===== src/rtl/pcm_player_pkg.sv =====
// Package: shared types for the PCM streamer.
// Assumes: nothing beyond the standard language.
package pcm_player_pkg;

    // Playback phase of the sample fetcher.
    typedef enum logic [1:0] {
        PB_RUN   = 2'd0,   // stepping through the clip
        PB_DRAIN = 2'd1,   // last sample fetched, still sounding
        PB_HALT  = 2'd2    // clip finished, output silent
    } pb_state_t;

endpackage


===== src/rtl/rate_tick_gen.sv =====
// Module: rate_tick_gen
// Produces a one-cycle tick at an average of RATE_HZ ticks per CLK_HZ
// clock cycles by means of a modulo accumulator.
// Assumes: 0 < RATE_HZ and 2*RATE_HZ <= CLK_HZ, so ticks never touch.
module rate_tick_gen #(
    parameter int unsigned CLK_HZ  = 100_000_000,
    parameter int unsigned RATE_HZ = 44_100
) (
    input  logic clk,
    input  logic rst_n,
    input  logic run,
    output logic tick
);
    localparam int unsigned ACC_W = $clog2(CLK_HZ) + 1;
    localparam logic [ACC_W-1:0] STEP  = ACC_W'(RATE_HZ);
    localparam logic [ACC_W-1:0] LIMIT = ACC_W'(CLK_HZ);

    logic [ACC_W-1:0] acc_q;
    logic [ACC_W-1:0] sum;

    // Next accumulator value and tick decision.
    always_comb begin
        sum  = acc_q + STEP;
        tick = run && (sum >= LIMIT);
    end

    // Accumulate, wrap on tick, clear while stopped.
    always_ff @(posedge clk) begin
        if (!rst_n || !run) begin
            acc_q <= '0;
        end else if (tick) begin
            acc_q <= sum - LIMIT;
        end else begin
            acc_q <= sum;
        end
    end
endmodule


===== src/rtl/sample_fetch.sv =====
// Module: sample_fetch
// Walks the read address through the clip on each tick, captures the
// memory word one cycle later and handles the end of the clip.
// Assumes: the memory returns data one cycle after the address, and
// ticks are at least two cycles apart.
module sample_fetch
    import pcm_player_pkg::*;
#(
    parameter int unsigned ADDR_W   = 16,
    parameter int unsigned SAMPLE_W = 8
) (
    input  logic                clk,
    input  logic                rst_n,
    input  logic                run,
    input  logic                loop_mode,
    input  logic [ADDR_W-1:0]   clip_len,
    input  logic                tick,
    output logic [ADDR_W-1:0]   mem_addr,
    input  logic [SAMPLE_W-1:0] mem_data,
    output logic [SAMPLE_W-1:0] sample_q,
    output pb_state_t           state_q,
    output logic [ADDR_W-1:0]   last_idx
);
    logic [ADDR_W-1:0] addr_q;
    logic              load_q;
    logic              at_end;

    // Last address to play; a length of 0 wraps to the full depth.
    always_comb begin
        last_idx = clip_len - 1'b1;
        at_end   = (addr_q == last_idx);
        mem_addr = addr_q;
    end

    // Address counter and playback phase.
    always_ff @(posedge clk) begin
        if (!rst_n || !run) begin
            addr_q  <= '0;
            state_q <= PB_RUN;
        end else if (tick) begin
            unique case (state_q)
                PB_RUN: begin
                    if (!at_end) begin
                        addr_q <= addr_q + 1'b1;
                    end else if (loop_mode) begin
                        addr_q <= '0;
                    end else begin
                        state_q <= PB_DRAIN;
                    end
                end
                PB_DRAIN: state_q <= PB_HALT;
                default:  state_q <= PB_HALT;
            endcase
        end
    end

    // Remember that a fetch was issued so the data is taken next cycle.
    always_ff @(posedge clk) begin
        if (!rst_n || !run) begin
            load_q <= 1'b0;
        end else begin
            load_q <= tick && (state_q == PB_RUN);
        end
    end

    // Held sample: load fetched data, clear when the clip has drained.
    always_ff @(posedge clk) begin
        if (!rst_n || !run) begin
            sample_q <= '0;
        end else if (tick && state_q == PB_DRAIN) begin
            sample_q <= '0;
        end else if (load_q) begin
            sample_q <= mem_data;
        end
    end
endmodule


===== src/rtl/pwm_mod.sv =====
// Module: pwm_mod
// Compares a free-running counter with the held sample and registers
// the result as the modulated output bit.
// Assumes: the sample is unsigned; full scale is 2**SAMPLE_W - 1.
module pwm_mod #(
    parameter int unsigned SAMPLE_W = 8
) (
    input  logic                clk,
    input  logic                rst_n,
    input  logic                run,
    input  logic [SAMPLE_W-1:0] level,
    output logic                pwm_q
);
    logic [SAMPLE_W-1:0] cnt_q;

    // Free-running carrier counter.
    always_ff @(posedge clk) begin
        if (!rst_n) begin
            cnt_q <= '0;
        end else begin
            cnt_q <= cnt_q + 1'b1;
        end
    end

    // Registered compare, forced low while stopped.
    always_ff @(posedge clk) begin
        if (!rst_n) begin
            pwm_q <= 1'b0;
        end else begin
            pwm_q <= run && (cnt_q < level);
        end
    end
endmodule


===== src/rtl/pcm_pwm_player.sv =====
// Module: pcm_pwm_player
// Top level: rate tick, clip addressing and PWM output of a stored clip.
// Assumes: an external synchronous memory with one cycle of read latency,
// and 2*RATE_HZ <= CLK_HZ.
module pcm_pwm_player
    import pcm_player_pkg::*;
#(
    parameter int unsigned ADDR_W   = 16,
    parameter int unsigned SAMPLE_W = 8,
    parameter int unsigned CLK_HZ   = 100_000_000,
    parameter int unsigned RATE_HZ  = 44_100
) (
    input  logic                clk,
    input  logic                rst_n,
    input  logic                enable,
    input  logic                loop_mode,
    input  logic [ADDR_W-1:0]   clip_len,
    output logic [ADDR_W-1:0]   mem_addr,
    input  logic [SAMPLE_W-1:0] mem_data,
    output logic                pwm_out
);
    logic                tick;
    logic [SAMPLE_W-1:0] sample_q;
    pb_state_t           state_q;
    logic [ADDR_W-1:0]   last_idx;

    rate_tick_gen #(
        .CLK_HZ  (CLK_HZ),
        .RATE_HZ (RATE_HZ)
    ) i_tick (
        .clk   (clk),
        .rst_n (rst_n),
        .run   (enable),
        .tick  (tick)
    );

    sample_fetch #(
        .ADDR_W   (ADDR_W),
        .SAMPLE_W (SAMPLE_W)
    ) i_fetch (
        .clk       (clk),
        .rst_n     (rst_n),
        .run       (enable),
        .loop_mode (loop_mode),
        .clip_len  (clip_len),
        .tick      (tick),
        .mem_addr  (mem_addr),
        .mem_data  (mem_data),
        .sample_q  (sample_q),
        .state_q   (state_q),
        .last_idx  (last_idx)
    );

    pwm_mod #(
        .SAMPLE_W (SAMPLE_W)
    ) i_pwm (
        .clk   (clk),
        .rst_n (rst_n),
        .run   (enable),
        .level (sample_q),
        .pwm_q (pwm_out)
    );
endmodule


===== config.mk =====
export PLATFORM = sky130hd
export DESIGN_NAME = pcm_pwm_player
export DESIGN_NICKNAME = d
export VERILOG_FILES = /design/src/rtl/pcm_player_pkg.sv /design/src/rtl/rate_tick_gen.sv /design/src/rtl/sample_fetch.sv /design/src/rtl/pwm_mod.sv /design/src/rtl/pcm_pwm_player.sv
export SDC_FILE = /design/constraint.sdc
export NUM_CORES = 1
export LEC_CHECK = 0
export BUFFER_PORTS_ARGS = -buffer_cell sky130_fd_sc_hd__buf_2
export CORE_ASPECT_RATIO = 1.2
export CORE_UTILIZATION = 60
export CTS_CLUSTER_DIAMETER = 120
export CTS_CLUSTER_SIZE = 12
export DETAILED_ROUTE_END_ITERATION = 8
export PLACE_DENSITY = 0.87
export SLEW_MARGIN = 10
export SYNTH_ARGS = -nofsm -noshare
export SYNTH_HDL_FRONTEND = slang
export SYNTH_SLANG_ARGS = --single-unit

===== constraint.sdc =====
create_clock -name clk -period 3.8 [get_ports clk]
set_input_delay 0.76 -clock clk [delete_from_list [all_inputs] [get_ports clk]]
set_output_delay 0.76 -clock clk [all_outputs]
set_load 0.05 [all_outputs]

# Word-level counts from Yosys, hierarchy flattened
# Index checks and enable logic that the tools add are counted.
word_totals:
  reg_bits: 64
  input_bits: 28
op_classes:
  order_cmp: 2
  n_reduce_logical: 11
  eq_ne: 5
  mux: 6
  add_sub_neg: 5
op_table:
  columns: ["cell", "count"]
  rows:
  - ["16-bit two-way mux", 2]
  - ["28-bit by 16-bit adder with 28-bit output (second input constant)", 1]
  - ["28-bit by 27-bit greater-or-equal comparator with 1-bit output (second input constant)", 1]
  - ["28-bit two-way mux", 1]
  - ["28-bit by 27-bit subtractor with 28-bit output (second input constant)", 1]
  - ["16-bit by 1-bit adder with 16-bit output (second input constant)", 1]
  - ["16-bit equality test", 1]
  - ["16-bit by 1-bit subtractor with 16-bit output (second input constant)", 1]
  - ["8-bit by 1-bit adder with 8-bit output (second input constant)", 1]
  - ["8-bit less-than comparator", 1]
  - ["2-bit two-way mux", 3]
  - ["3-bit AND reduction", 2]
  - ["1-bit logical AND", 4]
  - ["2-bit != test (second input constant)", 2]
  - ["2-bit by 1-bit equality test with 1-bit output (second input constant)", 1]
  - ["1-bit zero test", 2]
  - ["2-bit zero test", 1]
  - ["2-bit by 1-bit != test with 1-bit output (second input constant)", 1]
  - ["2-bit OR reduction", 1]
  - ["1-bit logical OR", 1]

# Depth between registers and ports, before layout
logic_depth:
  ltp_word: 5
  depth_mapped: 13

# Cells and area by module
# From an unflattened synthesis, not the netlist that was laid out.
hier_totals:
  hier_cells: 571
  area_unflattened_um2: 4767.1
by_module_without_submodules:
  columns: ["module", "n_inst", "cells_per_inst", "area_each_um2", "seq_area_each_um2"]
  rows:
  - ["rate_tick_gen", 1, 282, 2200.9, 520.5]
  - ["sample_fetch", 1, 235, 2054.5, 540.5]
  - ["pwm_mod", 1, 54, 511.7, 180.2]

# Worst setup path after synthesis
# OpenSTA, ideal clock, no wires.
synth_path:
  path_kind: "in2reg"
  from: "input port clip_len[0]"
  to: "register i_fetch.addr_q[14] (netlist: i_fetch.mem_addr[14])"
  arrival_ns: 3.402
  slack_ns: 0.319
  cell_stages: 12
  n_path_buf: 1
  path_cell_list: "inv_1 > ha_1 > or4b_2 > or2_2 > o211ai_1 > o21ai_0 > a221oi_1 > nand3_1 > o21ai_0 > clkbuf_1 > o211ai_1 > o211ai_1"
synth_via:
  elab_chain_len: 4
  word_cells_on_any_way: 5
  classes_between: "add/sub (1); eq/ne (2); mux (1); reduce/logical (1)"
synth_lines:
  columns: ["element", "line", "rtl"]
  rows:
  - ["from (decl)", "pcm_pwm_player.sv:17", "input logic [ADDR_W-1:0] clip_len,"]
  - ["16-bit by 1-bit subtractor with 16-bit output *", "sample_fetch.sv:30", "last_idx = clip_len - 1'b1;"]
  - ["16-bit equality test *", "sample_fetch.sv:31", "at_end = (addr_q == last_idx);"]
  - ["2-bit != test (no line)", null, null]
  - ["3-bit AND reduction (no line)", null, null]
  - ["to (signal assigned)", "sample_fetch.sv:44", "addr_q <= addr_q + 1'b1;"]
  - ["to (decl)", "sample_fetch.sv:24", "logic [ADDR_W-1:0] addr_q;"]
# Mark *: on every way between the ends. The rest lies on a longest branch, timed or not.
# A chain may end at the register's enable or synchronous reset.

# Worst setup path in the final report
layout_path:
  from: "register i_tick.acc_q[2]"
  to: "register i_fetch.addr_q[1] (netlist: i_fetch.mem_addr[1])"
layout_via:
  elab_chain_len: 4
layout_lines:
  columns: ["element", "line", "rtl"]
  rows:
  - ["from (decl)", "rate_tick_gen.sv:18", "logic [ACC_W-1:0] acc_q;"]
  - ["from (signal assigned)", "rate_tick_gen.sv:32", "acc_q <= sum - LIMIT;"]
  - ["from (signal assigned)", "rate_tick_gen.sv:34", "acc_q <= sum;"]
  - ["28-bit by 16-bit adder with 28-bit output", "rate_tick_gen.sv:23", "sum = acc_q + STEP;"]
  - ["28-bit by 27-bit greater-or-equal comparator with 1-bit output", "rate_tick_gen.sv:24", "tick = run && (sum >= LIMIT);"]
  - ["1-bit logical AND", "rate_tick_gen.sv:24", null]
  - ["3-bit AND reduction (no line)", null, null]
# No other way between the ends.

==> impl_metrics.ini <==
[critical_path]
start_kind = flop
critPathBufInv = 0
cpMaxStageDelayCell = or4_4
end_kind = flop
worstPathRequired_ns = 4.06
cp_slowest_stage_delay_ns = 0.54
arrival_ns = 3.82
critPathTopFamily = simple AND/OR/NAND/NOR gates
cp_max_fo = 13
criticalPathCategory = flop to flop
crit_chain = ha_1, a31oi_1, or3_1, a21oi_1, nand3_1, a2111oi_4, o21ai_2, or4_4, nor2_2, mux2i_1

[sta]
post-route-period-util_pct = 93.7
slew_headroom_pct = 45.6
tns_ns = 0
max_freq_ghz = 0.281
maxSlewViolCount = 0
finClkSkew_ns = 0.0157
grt_setup_unrepaired = false
setup_viol = 0
setup_slack_ns = 0.241
tightest_slew_ns = 0.816
period_needed_ns = 3.56
finalHoldViolCount = 0

[synth]
synth_most_common_cell = dfxtp_1
ys.flop_type = dfxtp_1
ys_seq_area_share_pct = 28.4
synth_top_area_share_pct = 28.4
synth_common_cells = dfxtp_1 (62), nor2_1 (50), nand2_1 (37), xnor2_1 (33), nand3_1 (26)
ys_ff_latch = 62
yosys.area.top_type = dfxtp_1
syn-cell-area_mm2 = 0.00438
ys_warn_count = 0
async_reset_ff_share_pct = 0
synth_edf_count = 0
synth_area_leaders = dfxtp_1 (28%), xnor2_1 (6.6%), nor2_1 (4.3%)
syn_inst = 548
syn_nets = 590
avgSynthCellArea_um2 = 7.99
ys_types = 65

[global_route]
grt_first_pass_wirelength_mm = 17.5
overflow = 0
grt_pass1_vias = 3976
antenna_found_initial = 0
grt_use_total_pct = 29.1
grt_max_degree = 31

[run]
cap_viol_max_count = 0

[route]
drt-pass1-iter-count = 5
num_vias = 4278
routed_wl_mm = 10.9
viasPerCell = 6.24
first_iter_violations = 201
wl_per_cell_um = 15.9
ant_nets = 0
drc = 0

[power]
cellLeakagePower_nw = 1.79
power_density_mw_per_mm2 = 296
vdd_ir_drop_max_uv = 263

[place]
hpwlAfterDp_mm = 7.69
gp_congestion = 0.859
portBuffers = 44
pre_cts_slack_ns = 0.0180
post_dp_cell_area_mm2 = 0.00472

[cells_and_area]
utilization_pct = 71.3
n_antenna_cell = 0
final_area_mm2 = 0.00494
syn2layout_area_growth_pct = 13.0
fill_cells = 555
drive_gt1_share_pct = 17.0
nNetsFinal = 636

[floorplan]
ios = 45
std_cell_rows = 33
dieWidth_um = 80.0
core_area_mm2 = 0.00694
initial_core_util_pct = 63.1
die_y_um = 95.6
dieArea_mm2 = 0.00764

[clock_network]
numCtsBuffers = 9
clk_pin_slew_ns = 0.08
clkSinkCount = 62
cts_max_level = 3
cts_max_path_buffers = 2
clock_latency_ns = 0.34
cts_tree = yes
post_cts_buffers = 0
cts_root_buffer = clkbuf_8

[hold_path]
hold_path.class = flop to flop

[run_status]
outcome = completed
per-layer routing:
metal	track usage [%]	up-vias	routed length [µm]
met4	16.4	0	260
met2	49.7	109	5570
li1	-	2076	-
met3	6.32	31	380
met5	0	-	0
met1	33.6	2062	4700
timing repair:
item                       CTS  global route
gates resized for setup      0             2
setup endpoints to repair    0            27
hold buffers                 0             0
kinds of logic after synthesis:
family / synth area share (%)
AND/OR/NAND/NOR: 29.8
AO/OA/AOI/OAI: 20.9
flip-flops: 28.4
XOR/XNOR: 10.6
buffers and inverters: 4.03
adder cells (fa/ha/maj): 4.00
multiplexers: 2.29
cell usage in the layout (no fill, tap or decap), types with 5 or more instances in the layout:
cell	instances
a211oi_1	7
nand3_1	26
nand4_1	13
nor2_1	50
dfxtp_1	62
nor3_1	12
buf_2	44
and2_1	9
a21o_1	8
ha_1	14
mux2i_1	10
o21ai_0	20
and3_1	17
xnor2_1	33
xor2_1	20
o211ai_1	21
nand2b_1	17
a21oi_1	23
nor2b_1	7
nor3b_1	5
clkbuf_8	11
o21bai_1	9
or3_1	18
or2_2	9
buf_4	17
nand2_1	37
inv_1	16
nor4_1	5
worst paths after layout:
path | start | endpoint | slack [ns] | cells after the start
max | i_tick.acc_q[2]$_SDFF_PP0_ | i_fetch.mem_addr[1]$_SDFFE_PP0P_ | 0.24 | 10
min | i_pwm.cnt_q[0]$_SDFF_PN0_ | i_pwm.cnt_q[0]$_SDFF_PN0_ | 0.49 | 1
max reg2reg | i_tick.acc_q[2]$_SDFF_PP0_ | i_fetch.mem_addr[1]$_SDFFE_PP0P_ | 0.24 | 10
min reg2reg | i_pwm.cnt_q[0]$_SDFF_PN0_ | i_pwm.cnt_q[0]$_SDFF_PN0_ | 0.49 | 1
sequential cells by signal, summed over array words and instances (netlist names):
name	flops
i_tick.acc_q	26
i_fetch.mem_addr	16
i_fetch.sample_q	8
i_pwm.cnt_q	8
i_fetch.state_q	2
i_fetch.load_q	1
i_pwm.pwm_q	1
cell type report:
type                       instances  area (µm²)  area share (%)
multi-input combinational        444        2970            60.1
sequential                        62        1240            25.1
timing repair buffer              61         348            7.04
clock buffer                      11         151            3.06
tap                               87         109            2.20
clock inverter                     5        63.8            1.29
inverter                          16        60.1            1.21
stage by stage:
step	std cells	hold WS, ns	total power [mW]
floorplan	548	0.425	0.791
global placement	670	0.442	0.836
detailed placement	670	0.453	0.841
CTS	686	0.492	1.46
global route	686	0.520	1.52
finish	686	0.491	1.46
where the power goes:
part           switching [mW]  total (mW)  internal (mW)
clock network           0.287       0.631          0.345
registers              0.0152       0.674          0.659
logic                  0.0889       0.156         0.0676
worst register-to-register path: cells and delay by family, from the launching register on:
kind	cells	cell delay (ns)
multiplexers	1	0.22
adder cells (fa/ha/maj)	1	0.32
flip-flops	1	0.45
AND/OR/NAND/NOR	4	1.55
AO/OA/AOI/OAI	4	0.94
Power figures use the tool's default switching activity.
